**config.mk**
```make
export PLATFORM = sky130hd
export DESIGN_NAME = pmu_top
export DESIGN_NICKNAME = d
export VERILOG_FILES = /design/src/rtl/pmu_pkg.sv /design/src/rtl/pmu_evt_filter.sv /design/src/rtl/pmu_counter.sv /design/src/rtl/pmu_top.sv
export SDC_FILE = /design/constraint.sdc
export NUM_CORES = 1
export LEC_CHECK = 0
export CAP_MARGIN = 15
export CORE_ASPECT_RATIO = 0.8
export CORE_MARGIN = 2
export CORE_UTILIZATION = 30
export DETAILED_ROUTE_END_ITERATION = 10
export PLACE_DENSITY_LB_ADDON = 0.15
export SYNTH_ARGS = -nofsm -noshare
export SYNTH_HDL_FRONTEND = slang
export SYNTH_SLANG_ARGS = --single-unit
```
**constraint.sdc**
```tcl
create_clock -name clk -period 3 [get_ports clk]
set_clock_uncertainty 0.2 [all_clocks]
set_input_delay 0.6 -clock clk [delete_from_list [all_inputs] [get_ports clk]]
set_output_delay 0.6 -clock clk [all_outputs]
set_load 0.005 [all_outputs]
```
**src/rtl/pmu_pkg.sv**
```systemverilog
package pmu_pkg;

   localparam int REG_W    = 32;
   localparam int NUM_EVT  = 7;
   localparam int NFLD_LSB = 11;
   localparam int CYC_BIT  = 31;

   typedef enum logic [3:0] {
      A_CTRL    = 4'd0,
      A_CEN_SET = 4'd1,
      A_CEN_CLR = 4'd2,
      A_IEN_SET = 4'd3,
      A_IEN_CLR = 4'd4,
      A_OVF     = 4'd5,
      A_SEL     = 4'd6,
      A_TYPE    = 4'd7,
      A_COUNT   = 4'd8,
      A_CYCLE   = 4'd9
   } reg_idx_e;

   // privilege level encoding on priv_i
   typedef enum logic [1:0] {
      LVL_USR = 2'd0,
      LVL_KRN = 2'd1,
      LVL_HYP = 2'd2
   } lvl_e;

   // context filter held in event-type bits [31:27]
   typedef struct packed {
      logic excl_krn;   // drop PL1
      logic excl_usr;   // drop PL0
      logic sec_krn;    // PL1 counts in secure (1) or non-secure (0) state
      logic sec_usr;    // PL0 counts in secure (1) or non-secure (0) state
      logic incl_hyp;   // count hypervisor level
   } ctx_filt_t;

   // event code watched by evt_i bit k
   function automatic logic [7:0] code_of(input int k);
      case (k)
         0:       code_of = 8'h06;
         1:       code_of = 8'h07;
         2:       code_of = 8'h08;
         3:       code_of = 8'h0C;
         4:       code_of = 8'h0E;
         5:       code_of = 8'h10;
         6:       code_of = 8'h14;
         default: code_of = 8'h00;
      endcase
   endfunction

endpackage

```
**src/rtl/pmu_evt_filter.sv**
```systemverilog
module pmu_evt_filter
   import pmu_pkg::*;
(
   input  ctx_filt_t            filt,
   input  logic [7:0]           code,
   input  logic [NUM_EVT-1:0]   evt,
   input  logic [1:0]           priv,
   input  logic                 nsec,
   output logic                 hit
);

   logic [NUM_EVT-1:0] match;
   logic               ctx_ok;

   for (genvar k = 0; k < NUM_EVT; k++) begin : g_code
      assign match[k] = evt[k] && (code == code_of(k));
   end

   always_comb begin
      case (priv)
         LVL_USR: ctx_ok = !filt.excl_usr && (filt.sec_usr ? !nsec : nsec);
         LVL_KRN: ctx_ok = !filt.excl_krn && (filt.sec_krn ? !nsec : nsec);
         LVL_HYP: ctx_ok = filt.incl_hyp;
         default: ctx_ok = 1'b0;
      endcase
   end

   assign hit = ctx_ok && (|match);

endmodule

```
**src/rtl/pmu_counter.sv**
```systemverilog
module pmu_counter #(
   parameter int W = 32
) (
   input  logic         clk,
   input  logic         rst_n,
   input  logic         inc,
   input  logic         ld,
   input  logic [W-1:0] ld_val,
   output logic [W-1:0] cnt,
   output logic         wrap
);

   always_ff @(posedge clk or negedge rst_n) begin
      if (!rst_n)   cnt <= '0;
      else if (ld)  cnt <= ld_val;
      else if (inc) cnt <= cnt + W'(1);
   end

   // a software load in the same cycle suppresses the wrap
   assign wrap = inc && !ld && (&cnt);

endmodule

```
**src/rtl/pmu_top.sv**
```systemverilog
module pmu_top
   import pmu_pkg::*;
#(
   parameter int NUM_CNT = 4,
   parameter int CNT_W   = 32
) (
   input  logic                 clk,
   input  logic                 rst_n,
   input  logic                 reg_we,
   input  logic [3:0]           reg_addr,
   input  logic [REG_W-1:0]     reg_wdata,
   output logic [REG_W-1:0]     reg_rdata,
   input  logic [NUM_EVT-1:0]   evt_i,
   input  logic [1:0]           priv_i,
   input  logic                 nsec_i,
   output logic                 irq_o
);

   localparam logic [REG_W-1:0] IMPL_MASK =
      (REG_W'(1) << CYC_BIT) | ((REG_W'(1) << NUM_CNT) - REG_W'(1));

   if (NUM_CNT < 1 || NUM_CNT > 31) begin : g_bad_num
      $error("pmu_top: NUM_CNT must lie in 1..31");
   end
   if (CNT_W < 8 || CNT_W > REG_W) begin : g_bad_w
      $error("pmu_top: CNT_W must lie in 8..32");
   end

   logic                        glob_en_q;
   logic [REG_W-1:0]            cnten_q, inten_q, ovf_q;
   logic [4:0]                  sel_q;
   logic [NUM_CNT-1:0]          wrap_g;
   logic [NUM_CNT-1:0][REG_W-1:0] cnt_rd, type_rd;
   logic [CNT_W-1:0]            cyc_val;
   logic                        cyc_wrap;
   logic [REG_W-1:0]            wrap_v, w1c_v, sel_cnt, sel_type;
   logic                        sel_ok;

   // ---------------- general counters ----------------
   for (genvar i = 0; i < NUM_CNT; i++) begin : g_cnt
      ctx_filt_t        filt_q;
      logic [7:0]       code_q;
      logic             hit, wr_type, wr_cnt;
      logic [CNT_W-1:0] val;

      assign wr_type = reg_we && (reg_addr == A_TYPE)  && (sel_q == 5'(i));
      assign wr_cnt  = reg_we && (reg_addr == A_COUNT) && (sel_q == 5'(i));

      always_ff @(posedge clk or negedge rst_n) begin
         if (!rst_n) begin
            filt_q <= '0;
            code_q <= '0;
         end else if (wr_type) begin
            filt_q <= reg_wdata[31:27];
            code_q <= reg_wdata[7:0];
         end
      end

      pmu_evt_filter u_filt (
         .filt (filt_q),
         .code (code_q),
         .evt  (evt_i),
         .priv (priv_i),
         .nsec (nsec_i),
         .hit  (hit)
      );

      pmu_counter #(.W(CNT_W)) u_cnt (
         .clk    (clk),
         .rst_n  (rst_n),
         .inc    (glob_en_q && cnten_q[i] && hit),
         .ld     (wr_cnt),
         .ld_val (reg_wdata[CNT_W-1:0]),
         .cnt    (val),
         .wrap   (wrap_g[i])
      );

      assign cnt_rd[i]  = REG_W'(val);
      assign type_rd[i] = {filt_q, 19'd0, code_q};
   end

   // ---------------- cycle counter ----------------
   pmu_counter #(.W(CNT_W)) u_cyc (
      .clk    (clk),
      .rst_n  (rst_n),
      .inc    (glob_en_q && cnten_q[CYC_BIT]),
      .ld     (reg_we && (reg_addr == A_CYCLE)),
      .ld_val (reg_wdata[CNT_W-1:0]),
      .cnt    (cyc_val),
      .wrap   (cyc_wrap)
   );

   assign wrap_v = {cyc_wrap, 31'(wrap_g)};
   assign w1c_v  = (reg_we && (reg_addr == A_OVF)) ? reg_wdata : '0;

   // ---------------- control state ----------------
   always_ff @(posedge clk or negedge rst_n) begin
      if (!rst_n) begin
         glob_en_q <= 1'b0;
         cnten_q   <= '0;
         inten_q   <= '0;
         ovf_q     <= '0;
         sel_q     <= '0;
      end else begin
         if (reg_we) begin
            case (reg_addr)
               A_CTRL:    glob_en_q <= reg_wdata[0];
               A_CEN_SET: cnten_q   <= (cnten_q | reg_wdata) & IMPL_MASK;
               A_CEN_CLR: cnten_q   <= cnten_q & ~reg_wdata;
               A_IEN_SET: inten_q   <= (inten_q | reg_wdata) & IMPL_MASK;
               A_IEN_CLR: inten_q   <= inten_q & ~reg_wdata;
               A_SEL:     sel_q     <= reg_wdata[4:0];
               default:   ;
            endcase
         end
         // fresh overflow takes priority over a same-cycle clear
         ovf_q <= ((ovf_q & ~w1c_v) | wrap_v) & IMPL_MASK;
      end
   end

   assign irq_o = |(ovf_q & inten_q);

   // ---------------- read path ----------------
   assign sel_ok = (sel_q < 5'(NUM_CNT));

   always_comb begin
      sel_cnt  = '0;
      sel_type = '0;
      for (int i = 0; i < NUM_CNT; i++) begin
         if (sel_q == 5'(i)) begin
            sel_cnt  = cnt_rd[i];
            sel_type = type_rd[i];
         end
      end
   end

   always_comb begin
      case (reg_addr)
         A_CTRL:    reg_rdata = (REG_W'(NUM_CNT) << NFLD_LSB) | REG_W'(glob_en_q);
         A_CEN_SET,
         A_CEN_CLR: reg_rdata = cnten_q;
         A_IEN_SET,
         A_IEN_CLR: reg_rdata = inten_q;
         A_OVF:     reg_rdata = ovf_q;
         A_SEL:     reg_rdata = REG_W'(sel_q);
         A_TYPE:    reg_rdata = sel_ok ? sel_type : '0;
         A_COUNT:   reg_rdata = sel_ok ? sel_cnt  : '0;
         A_CYCLE:   reg_rdata = REG_W'(cyc_val);
         default:   reg_rdata = '0;
      endcase
   end

endmodule

```
==> impl_metrics.tcl <==
set metrics [dict create \
    outcome "complete, but fails checks" \
    violations "setup timing" \
    hp-class "register to register" \
    io_pins 82 \
    async_reset_ff_share_pct 100.0 \
    synth_top_area_share_pct 42.97 \
    worst_hold_path.endpoint "inten_q[11]" \
    r2r-end "g_cnt[1].u_cnt.cnt[1]" \
    clkPwrFrac_pct 31.9 \
    grt_pass1_vias 15470 \
    end_kind "output port" \
    cts_buffers 37 \
    synthCells 1825 \
    start_kind "register" \
    finalNetCount 2120 \
    worstSkewPairLatency_ps 560 \
    rsz0062_at_grt "yes" \
    fin_crit_sh_pct 108.3 \
    synth_seq_cells 287 \
    cts.sinks 287 \
    core_um2 55200 \
    ys.flop_type "dfrtp_1" \
    htreeDepth 2 \
    initial_utilization_pct 30.27 \
    hold_violations 0 \
    die_w_um 267.9 \
    setup_slack_ps -247.6 \
    intPower_mw 8.977 \
    grt_overflow 0 \
    preCtsSetupSlack_ps -853.7 \
    final_util_pct 40.03 \
    seq_power_share_pct 39.9 \
    critPathRequiredTime_ps 2200 \
    synth_cell_types 65 \
    antenna_found_initial 0 \
    place_hpwl_um 49000 \
    critPathMaxStageDelay_ps 610 \
    cp_cell_sequence "buf_12 > mux4_2 > a222oi_1 > nand2_1 > buf_2" \
    fmax_mhz 307.9 \
    via_per_inst 5.530 \
    maxSlewViolCount 0 \
    initialDrtViolationCount 1755 \
    pwr-share-comb_pct 28.2 \
    clkTransAtPathRegs_ps 60 \
    grt_max_degree 64 \
    wire_per_inst_um 24.16 \
    final_layout_size_suffix_gt1_share_pct 26.01 \
    r2r_setup_slack_ps 220 \
    grt_first_pass_wirelength_um 103000 \
    vdd.ir_drop.worst_v 0.0003362 \
    power_switching_mw 4.876 \
    leakage_nw 8.890 \
    r2r_start "g_cnt[1].code_q[6]" \
    synthTopCellsByCount "287 x dfrtp_1, 247 x nor2_1, 158 x a21oi_1" \
    min_from "inten_q[11]" \
    yosysWarningCount 0 \
    worstSetupPathType "register to output port" \
    rows 77 \
    syn_area_um2 16710 \
    tightest_slew_ps 854.5 \
    r2r_cells 9 \
    maxCapViolCount 0 \
    num_antenna_cells 0 \
    synth.net_count 1879 \
    path_delay_family "multiplexers" \
    synth_area_leaders "dfrtp_1 43%, xnor2_1 6.6%, nor2_1 5.5%" \
    relSlewSlack_pct 42.86 \
    arrival_ps 2450 \
    die_h_um 215.1 \
    wirelength_um 68750 \
    gp_congestion 0.8920 \
    worstHoldPathCells 1 \
    swShare_pct 35.20 \
    grt_usage_pct 23.99 \
    synth_top_area_cell "dfrtp_1" \
    drtAntennaViolNets 0 \
    power_density_nw_per_um2 626.8 \
    ys_seq_area_share_pct 42.97 \
    worst-path-stages 5 \
    dr_total_vias 15730 \
    syn_to_final_growth_pct 32.24 \
    synth-edff-count 0 \
    slowest_stage "mux4_2" \
    cts-root-buf "clkbuf_16" \
    dr.pass1.iters 7 \
    dieArea_um2 57620 \
    cts_tree "built" \
    timing.critical_path.fanout_max 5 \
    setup_viol 26 \
    drc 0 \
    syn_area_per_cell_um2 9.157 \
    synthMostInstantiatedCell "dfrtp_1" \
    period_needed_ps 3248 \
    numPortBuffers 81 \
    clock_path_buffers 3 \
    critPathBufInv 2 \
]
through the flow:
step                power, mW  std cells  setup TNS (ps)  hold WS (ps)  area [um^2]
global placement        8.935       2743          -41360         267.5        20150
finish                  13.85       2845           -4138         284.7        22100
CTS                     13.84       2848           -5139         286.8        22010
floorplan               7.070       1825          -5.914         104.4        16720
global route            14.47       2845           -5915         296.7        22100
detailed placement      8.959       2743          -40910         274.0        20150
layer usage:
metal | share of wire [%] | wire, um | GRT usage (%)
met1 | 47 | 32460 | 35.66
met2 | 43 | 29230 | 34.18
met4 | 3.1 | 2106 | 8.045
met5 | 0 | 0 | 0
met3 | 7.2 | 4949 | 5.156
how the worst max path moves through the flow:
stage | startpoint | endpoint | slack (ps)
floorplan | reg_addr[3] | reg_rdata[27] | -4
global placement | reg_addr[2] | reg_rdata[6] | -980
detailed placement | reg_addr[2] | reg_rdata[6] | -850
CTS | sel_q[3] | reg_rdata[30] | -350
global route | sel_q[3] | reg_rdata[0] | -310
finish | sel_q[0] | reg_rdata[10] | -250
worst register-to-register path: stages (launching register included):
cell,delay [ps]
dfrtp_1,420
or4b_1,580
a211oi_1,260
buf_4,160
o311ai_4,130
buf_12,200
buf_4,160
nor2_1,230
mux2i_1,220
a21oi_1,80
power groups by stage:
stage	Combinational (mW)	Sequential [mW]	Clock, mW
global route	4.20	5.63	4.65
global placement	3.41	5.53	0
finish	3.91	5.53	4.41
floorplan	1.90	5.18	0
detailed placement	3.44	5.52	0
CTS	3.85	5.50	4.50
what timing repair did:
item | 4_1_cts | 5_1_grt
buffers inserted | 34 | 8
endpoints found under the setup margin | 32 | 32
pin swaps | 63 | 40
hold buffers | 1 | 0
gates resized for setup | 281 | 47
hold endpoints to repair | 55 | 0
gates cloned | 4 | 0
final cells by class:
cell class              count  area [um^2]
inverters                  12        45.04
clock inverters            12        63.81
clock buffers              56         1110
repair buffers            337         3249
well taps                 750        938.4
flip-flops and latches    287         7184
multi-input cells        1391         9509
fillers                  5511        33100
placed cells by master, fill, tap and decap left out, drive strengths merged, types with 5 or more instances in the layout:
cell type	instances
nor3	48
xnor2	126
clkdlybuf4s50	44
mux4	17
xor2	28
inv	13
buf	292
nor2	247
a22oi	10
nor4	80
a21oi	158
and4	6
o21a	54
nand3	69
a211oi	5
dfrtp	287
mux2	73
nand2	125
and3	33
nor2b	7
o21ai	65
o31ai	5
and2	10
a222oi	27
nand3b	6
nor4b	8
mux2i	20
a221oi	18
nor3b	6
ha	5
a31oi	20
nand4	41
nand2b	12
or3	13
clkinv	11
clkbuf	56
o22ai	11
o221ai	6
sequential cells by signal (all words and copies together) (netlist names), named ones only:
signal,count
g_cnt.code_q,32
g_cnt.filt_q,20
ovf_q,5
g_cnt.u_cnt.cnt,128
cnten_q,27
glob_en_q,1
u_cyc.cnt,32
sel_q,5
inten_q,27
logic make-up after synthesis:
logic type	count (synthesis)	share of synthesized area, %
AOI/OAI and AO/OA	401	15.26
xor gates and xnor gates	154	8.071
adders and majority gates	6	0.4342
buffers and inverters	147	3.421
DFF	287	42.97
muxes	110	8.408
and+or+nand+nor	720	21.43
Power figures use the tool's default switching activity.
